### src/rtl/async_rx_pkg.sv
package async_rx_pkg;

  localparam int CHAR_W = 8;

  typedef enum logic [2:0] {
    ST_IDLE,
    ST_START,
    ST_DATA,
    ST_PAR,
    ST_STOP,
    ST_HOLD
  } rx_state_t;

  typedef struct packed {
    logic [CHAR_W-1:0] data;
    logic              par_err;
    logic              frm_err;
    logic              brk;
  } rx_char_t;

  // index of the last data bit for a length code (5..8 bits)
  function automatic logic [2:0] last_bit_idx(input logic [1:0] len_code);
    return {1'b1, len_code};
  endfunction

endpackage

### src/rtl/rx_line_sync.sv
module rx_line_sync #(
  parameter int STAGES = 2
) (
  input  logic clk,
  input  logic rst,
  input  logic line_in,
  output logic line_s
);
  logic [STAGES-1:0] chain;

  always_ff @(posedge clk) begin
    if (rst) chain[0] <= 1'b1;
    else     chain[0] <= line_in;
  end

  generate
    for (genvar g = 1; g < STAGES; g++) begin : g_stage
      always_ff @(posedge clk) begin
        if (rst) chain[g] <= 1'b1;
        else     chain[g] <= chain[g-1];
      end
    end
  endgenerate

  assign line_s = chain[STAGES-1];
endmodule

### src/rtl/rx_bit_timer.sv
module rx_bit_timer #(
  parameter int DIV_MID = 16,
  parameter int DIV_HI  = 64
) (
  input  logic       clk,
  input  logic       rst,
  input  logic       tick,
  input  logic       restart,
  input  logic [1:0] div_sel,
  output logic       mid_hit,
  output logic       bit_hit
);
  localparam int CNT_W = $clog2(DIV_HI);

  logic [CNT_W-1:0] cnt;
  logic [CNT_W-1:0] full_m1;
  logic [CNT_W-1:0] half_m1;

  always_comb begin
    unique case (div_sel)
      2'b00:   begin full_m1 = '0;                 half_m1 = '0; end
      2'b01:   begin full_m1 = CNT_W'(DIV_MID - 1); half_m1 = CNT_W'(DIV_MID/2 - 1); end
      default: begin full_m1 = CNT_W'(DIV_HI - 1);  half_m1 = CNT_W'(DIV_HI/2 - 1); end
    endcase
  end

  assign mid_hit = tick && (cnt == half_m1);
  assign bit_hit = tick && (cnt == full_m1);

  always_ff @(posedge clk) begin
    if (rst)          cnt <= '0;
    else if (restart) cnt <= '0;
    else if (tick)    cnt <= bit_hit ? '0 : cnt + 1'b1;
  end
endmodule

### src/rtl/rx_frame_fsm.sv
module rx_frame_fsm
  import async_rx_pkg::*;
(
  input  logic       clk,
  input  logic       rst,
  input  logic       tick,
  input  logic       line_s,
  input  logic       x1_mode,
  input  logic [1:0] len_sel,
  input  logic       par_en,
  input  logic       par_odd,
  input  logic       mid_hit,
  input  logic       bit_hit,
  output logic       timer_restart,
  output logic       done,
  output rx_char_t   char_out
);
  rx_state_t         state;
  logic [CHAR_W-1:0] shreg;
  logic [2:0]        idx;
  logic              par_bit;
  logic              all_low;
  logic [2:0]        last_idx;

  assign last_idx = last_bit_idx(len_sel);

  assign timer_restart = tick &&
    (((state == ST_IDLE) && !line_s) || ((state == ST_START) && mid_hit));

  always_ff @(posedge clk) begin
    if (rst) begin
      state    <= ST_IDLE;
      shreg    <= '0;
      idx      <= '0;
      par_bit  <= 1'b0;
      all_low  <= 1'b1;
      done     <= 1'b0;
      char_out <= '0;
    end else begin
      done <= 1'b0;
      if (tick) begin
        unique case (state)
          ST_IDLE: begin
            if (!line_s) begin
              state   <= x1_mode ? ST_DATA : ST_START;
              shreg   <= '0;
              idx     <= '0;
              all_low <= 1'b1;
            end
          end
          ST_START: begin
            if (mid_hit) state <= line_s ? ST_IDLE : ST_DATA;
          end
          ST_DATA: begin
            if (bit_hit) begin
              shreg[idx] <= line_s;
              all_low    <= all_low & ~line_s;
              idx        <= idx + 1'b1;
              if (idx == last_idx) state <= par_en ? ST_PAR : ST_STOP;
            end
          end
          ST_PAR: begin
            if (bit_hit) begin
              par_bit <= line_s;
              all_low <= all_low & ~line_s;
              state   <= ST_STOP;
            end
          end
          ST_STOP: begin
            if (bit_hit) begin
              done             <= 1'b1;
              char_out.data    <= shreg;
              char_out.par_err <= par_en && (par_bit != ((^shreg) ^ par_odd));
              char_out.frm_err <= ~line_s;
              char_out.brk     <= ~line_s & all_low;
              state            <= line_s ? ST_IDLE : ST_HOLD;
            end
          end
          ST_HOLD: begin
            if (line_s) state <= ST_IDLE;
          end
          default: state <= ST_IDLE;
        endcase
      end
    end
  end
endmodule

### src/rtl/rx_char_buffer.sv
module rx_char_buffer
  import async_rx_pkg::*;
(
  input  logic              clk,
  input  logic              rst,
  input  logic              done,
  input  rx_char_t          char_in,
  input  logic              rd_en,
  input  logic              line_s,
  output logic [CHAR_W-1:0] rx_data,
  output logic              rx_ready,
  output logic              par_err,
  output logic              frm_err,
  output logic              ovr_err,
  output logic              brk_det
);
  always_ff @(posedge clk) begin
    if (rst) begin
      rx_data  <= '0;
      rx_ready <= 1'b0;
      par_err  <= 1'b0;
      frm_err  <= 1'b0;
      ovr_err  <= 1'b0;
      brk_det  <= 1'b0;
    end else if (done) begin
      rx_data  <= char_in.data;
      rx_ready <= 1'b1;
      par_err  <= char_in.par_err;
      frm_err  <= char_in.frm_err;
      ovr_err  <= (rx_ready | ovr_err) & ~rd_en;
      brk_det  <= char_in.brk;
    end else begin
      if (rd_en) begin
        rx_ready <= 1'b0;
        ovr_err  <= 1'b0;
      end
      if (line_s) brk_det <= 1'b0;
    end
  end
endmodule

### src/rtl/async_rx_core.sv
module async_rx_core
  import async_rx_pkg::*;
#(
  parameter int SYNC_STAGES = 2,
  parameter int DIV_MID     = 16,
  parameter int DIV_HI      = 64
) (
  input  logic       clk,
  input  logic       rst,
  input  logic       rx_tick,
  input  logic       rxd,
  input  logic [1:0] div_sel,
  input  logic [1:0] len_sel,
  input  logic       par_en,
  input  logic       par_odd,
  input  logic       rd_en,
  output logic [7:0] rx_data,
  output logic       rx_ready,
  output logic       par_err,
  output logic       frm_err,
  output logic       ovr_err,
  output logic       brk_det
);
  logic     line_s;
  logic     mid_hit;
  logic     bit_hit;
  logic     timer_restart;
  logic     frame_done;
  rx_char_t frame_char;

  rx_line_sync #(.STAGES(SYNC_STAGES)) u_sync (
    .clk     (clk),
    .rst     (rst),
    .line_in (rxd),
    .line_s  (line_s)
  );

  rx_bit_timer #(.DIV_MID(DIV_MID), .DIV_HI(DIV_HI)) u_timer (
    .clk     (clk),
    .rst     (rst),
    .tick    (rx_tick),
    .restart (timer_restart),
    .div_sel (div_sel),
    .mid_hit (mid_hit),
    .bit_hit (bit_hit)
  );

  rx_frame_fsm u_fsm (
    .clk           (clk),
    .rst           (rst),
    .tick          (rx_tick),
    .line_s        (line_s),
    .x1_mode       (div_sel == 2'b00),
    .len_sel       (len_sel),
    .par_en        (par_en),
    .par_odd       (par_odd),
    .mid_hit       (mid_hit),
    .bit_hit       (bit_hit),
    .timer_restart (timer_restart),
    .done          (frame_done),
    .char_out      (frame_char)
  );

  rx_char_buffer u_buf (
    .clk      (clk),
    .rst      (rst),
    .done     (frame_done),
    .char_in  (frame_char),
    .rd_en    (rd_en),
    .line_s   (line_s),
    .rx_data  (rx_data),
    .rx_ready (rx_ready),
    .par_err  (par_err),
    .frm_err  (frm_err),
    .ovr_err  (ovr_err),
    .brk_det  (brk_det)
  );
endmodule

### config.mk
export PLATFORM = sky130hd
export DESIGN_NAME = async_rx_core
export DESIGN_NICKNAME = d
export VERILOG_FILES = /design/src/rtl/async_rx_pkg.sv /design/src/rtl/rx_line_sync.sv /design/src/rtl/rx_bit_timer.sv /design/src/rtl/rx_frame_fsm.sv /design/src/rtl/rx_char_buffer.sv /design/src/rtl/async_rx_core.sv
export SDC_FILE = /design/constraint.sdc
export NUM_CORES = 1
export LEC_CHECK = 0
export ABC_AREA = 1
export ABC_CLOCK_PERIOD_IN_PS = 4640
export CELL_PAD_IN_SITES_DETAIL_PLACEMENT = 0
export CELL_PAD_IN_SITES_GLOBAL_PLACEMENT = 1
export CORE_MARGIN = 3
export CORE_UTILIZATION = 44
export DETAILED_ROUTE_END_ITERATION = 8
export GPL_ROUTABILITY_DRIVEN = 1
export HOLD_SLACK_MARGIN = 0.02
export PLACE_DENSITY_LB_ADDON = 0.08
export SYNTH_ARGS = -nofsm -noshare
export SYNTH_HDL_FRONTEND = slang
export SYNTH_SLANG_ARGS = --single-unit
### constraint.sdc
create_clock -name clk -period 4.64 [get_ports clk]
set_clock_uncertainty 0.1 [all_clocks]
set_input_delay 1.392 -clock clk [delete_from_list [all_inputs] [get_ports clk]]
set_output_delay 1.392 -clock clk [all_outputs]
set_load 0.05 [all_outputs]
==> metrics.txt <==
clock root buffer=clkbuf_8; Post-Syn Area=2540 um2; Crit Path Class=primary input to flop; Worst Setup EP=u_fsm.char_out[8]$_SDFFE_PP0P_; setup TNS=0 ps; top-area cell type share of the netlist area=0.386; via count=2285; Worst EP arrival=3350 ps; Clk Latency, worst-skew pair=300 ps; DIE AREA=6720 um2; post-synthesis register bit count=around 50; post-CTS setup buffers=0; clk slew on worst S/H paths=90 ps; non-filler cells, final=459; Max Cap Viol=0; layout cell share with drive strength beyond 1=0.0749; Final Slew Violations=0; Final ANT Viol Nets=0; synth top area cells=dfxtp_1 (39%), nand2_1 (12%), inv_1 (6.8%); FMAX=307 MHz; initial antenna violation count=0; grt total ovfl=0; Period Utilization, post-route=0.702; Inserted Diodes=0; PostCTS Resize Cnt=0; Worst R2R Path Depth=7; Placed Instances=between 400 and 500; R2R Setup Slk=2420 ps; outcome=completed; unrepaired setup endpoints after global routing=false; Critical path origin=div_sel[1]; nets=approximately 400; crit path cell chain=clkdlybuf4s50_1, nand2_1, a21oi_1, nand2_2, nor2_8, nand2_2, o21ai_0, a21oi_1; Num CTS Buffers=5; Routed WL=~5.3 mm; detailed-route wire length per cell=11.5 um; reg-to-reg endpoint=u_fsm.idx[2]$_SDFFE_PP0P_; Total GRT Usage=0.173; H-tree depth=2; syn_nets=382; Distinct cells, synth=30; DRT Pass-1 Iters=4; Slew headroom=0.481; sequential area share after synthesis=0.386; Power Density=327 nW/um2; R2R Path Start=u_fsm.state[0]$_SDFFE_PP0P_; RD Place Congestion=just over 0.8; Starting Density=0.459; largest net degree at the start of global routing=29; 1st-iter DRT viols=88; Slowest cell on crit path=clkdlybuf4s50_1; Slew @ Worst Pin=776 ps; die width=slightly above 80 um; biggest area consumer among synthesized cells=dfxtp_1; global-route wire length before repair=9.20 mm; Setup violations, final=0; CP max stage delay=740 ps; Setup crit end kind=flop; CP Launch Type=primary input; drt drc=0; Hold Path Depth=1; area delta synth->final=13.7%; Final Hold Fails=0; Final HPWL DP=3.90 mm; crit-path max FO=20; Core Area=5540 um2; number of global-route vias before repair=2023; P_leak=1.18 nW; Clock Tree Buf Depth=2; CTS Hold Bufs=0; CTS tree=built; clock sink total=49; IO Pins=24; Row Count=27; final worst path period need=3260 ps; Vias/cell=roughly 5.0; die height=between 80 and 90 um; Post-Syn Area per Cell=6.89 um2; Post-Synthesis Cells=between 300 and 400; maximum VDD drop=0.190 mV; worst hold path type=flop to flop; WP data required=4730 ps; Port Buffers=23; Syn. warnings=0
## Yosys cell counts, drive strengths merged
library cell,instances
a22oi,1
clkinv,2
o21a,1
xnor2,5
nand4,10
nand3b,1
a21oi,30
nor3,7
o221ai,1
buf,7
clkbuf,8
o21ai,27
or2,7
nand3,37
o22ai,3
nor2,32
nand2,87
inv,47
dfxtp,49
ha,2
xor2,5
## critical path, delay by kind of cell
| kind | cells | cell delay, ps |
|---|---|---|
| AOI/OAI and AO/OA | 3 | 570 |
| buffers and inverters | 1 | 740 |
| and+or+nand+nor | 4 | 640 |
## final cells by class
cell class / instances / area [um2]
inverter: 49 / 184
tap: 72 / 90.1
multi-input combinational: 256 / 1300
timing repair buffer: 25 / 245
sequential: 49 / 981
clock inverter: 3 / 25.0
fill: 587 / 2650
clock buffer: 5 / 68.8
## how the worst min path moves through the flow
| stage | slack [ps] | to | startpoint |
|---|---|---|---|
| global placement | 290 | u_sync.line_s$_SDFF_PP1_ | u_sync.chain[0]$_SDFF_PP1_ |
| CTS | 320 | u_sync.line_s$_SDFF_PP1_ | u_sync.chain[0]$_SDFF_PP1_ |
| global route | 330 | u_sync.line_s$_SDFF_PP1_ | u_sync.chain[0]$_SDFF_PP1_ |
| detailed placement | 300 | u_sync.line_s$_SDFF_PP1_ | u_sync.chain[0]$_SDFF_PP1_ |
| finish | 320 | u_sync.line_s$_SDFF_PP1_ | u_sync.chain[0]$_SDFF_PP1_ |
| floorplan | 290 | u_sync.line_s$_SDFF_PP1_ | u_sync.chain[0]$_SDFF_PP1_ |
## metrics by stage
step	total power (W)	instance area [um2]	hold WS [ps]	worst slack [ps]	utilization
6_report	0.000944	2890	320	1380	0.522
5_1_grt	0.00101	2890	328	1140	0.522
3_3_place_gp	0.000689	2800	290	1080	0.505
4_1_cts	0.000954	2890	323	1390	0.522
2_1_floorplan	0.000642	2540	289	2000	-
3_5_place_dp	0.000687	2800	299	1060	0.505
## cells in the final DEF (no fill, tap or decap)
| master | netlist | layout |
|---|---|---|
| a21oi_1 | 30 | 30 |
| a22oi_1 | 1 | 1 |
| buf_4 | 1 | 2 |
| clkbuf_8 | 0 | 5 |
| clkdlybuf4s50_1 | 0 | 23 |
| clkinv_1 | 2 | 2 |
| clkinvlp_4 | 0 | 1 |
| dfxtp_1 | 49 | 49 |
| ha_1 | 2 | 2 |
| inv_1 | 46 | 46 |
| inv_2 | 1 | 1 |
| inv_6 | 0 | 2 |
| nand2_1 | 84 | 84 |
| nand2_2 | 3 | 3 |
| nand3_1 | 34 | 34 |
| nand3_2 | 2 | 2 |
| nand3_4 | 1 | 1 |
| nand3b_1 | 1 | 1 |
| nand4_1 | 10 | 10 |
| nor2_1 | 27 | 27 |
| nor2_2 | 2 | 2 |
| nor2_4 | 1 | 1 |
| nor2_8 | 2 | 2 |
| nor3_1 | 7 | 7 |
| o21a_1 | 1 | 1 |
| o21ai_0 | 27 | 27 |
| o221ai_1 | 1 | 1 |
| o22ai_1 | 3 | 3 |
| or2_2 | 7 | 7 |
| xnor2_1 | 5 | 5 |
| xor2_1 | 5 | 5 |
## state kept, by name, summed over array words and instances, names as in the netlist, 3 cells and up
| register | cells |
|---|---|
| u_buf.rx_data | 8 |
| u_fsm.char_out | 11 |
| u_timer.cnt | 6 |
| u_fsm.idx | 3 |
| u_fsm.shreg | 8 |
| u_fsm.state | 3 |
## routing by layer
layer,up-vias,global-route usage,share of wire
li1,1228,-,-
met1,1015,0.244,0.52
met2,36,0.267,0.43
met3,6,0.0362,0.041
met4,0,0.0465,0.010
met5,-,0,0
## power by group
group          switching (W)  leakage, nW  internal, W
Sequential         0.0000185        0.396     0.000434
Clock               0.000154       0.0452     0.000110
Combinational       0.000151        0.735    0.0000769
Total               0.000323         1.18     0.000621
## kinds of logic after synthesis
family	Yosys count	synth area share
AO/OA/AOI/OAI	63	0.129
XOR/XNOR	10	0.0345
adder cells (fa/ha/maj)	2	0.00985
buffers and inverters	64	0.104
flip-flops	49	0.386
AND/OR/NAND/NOR	181	0.337
No activity file was read; power rests on OpenSTA's default activity.
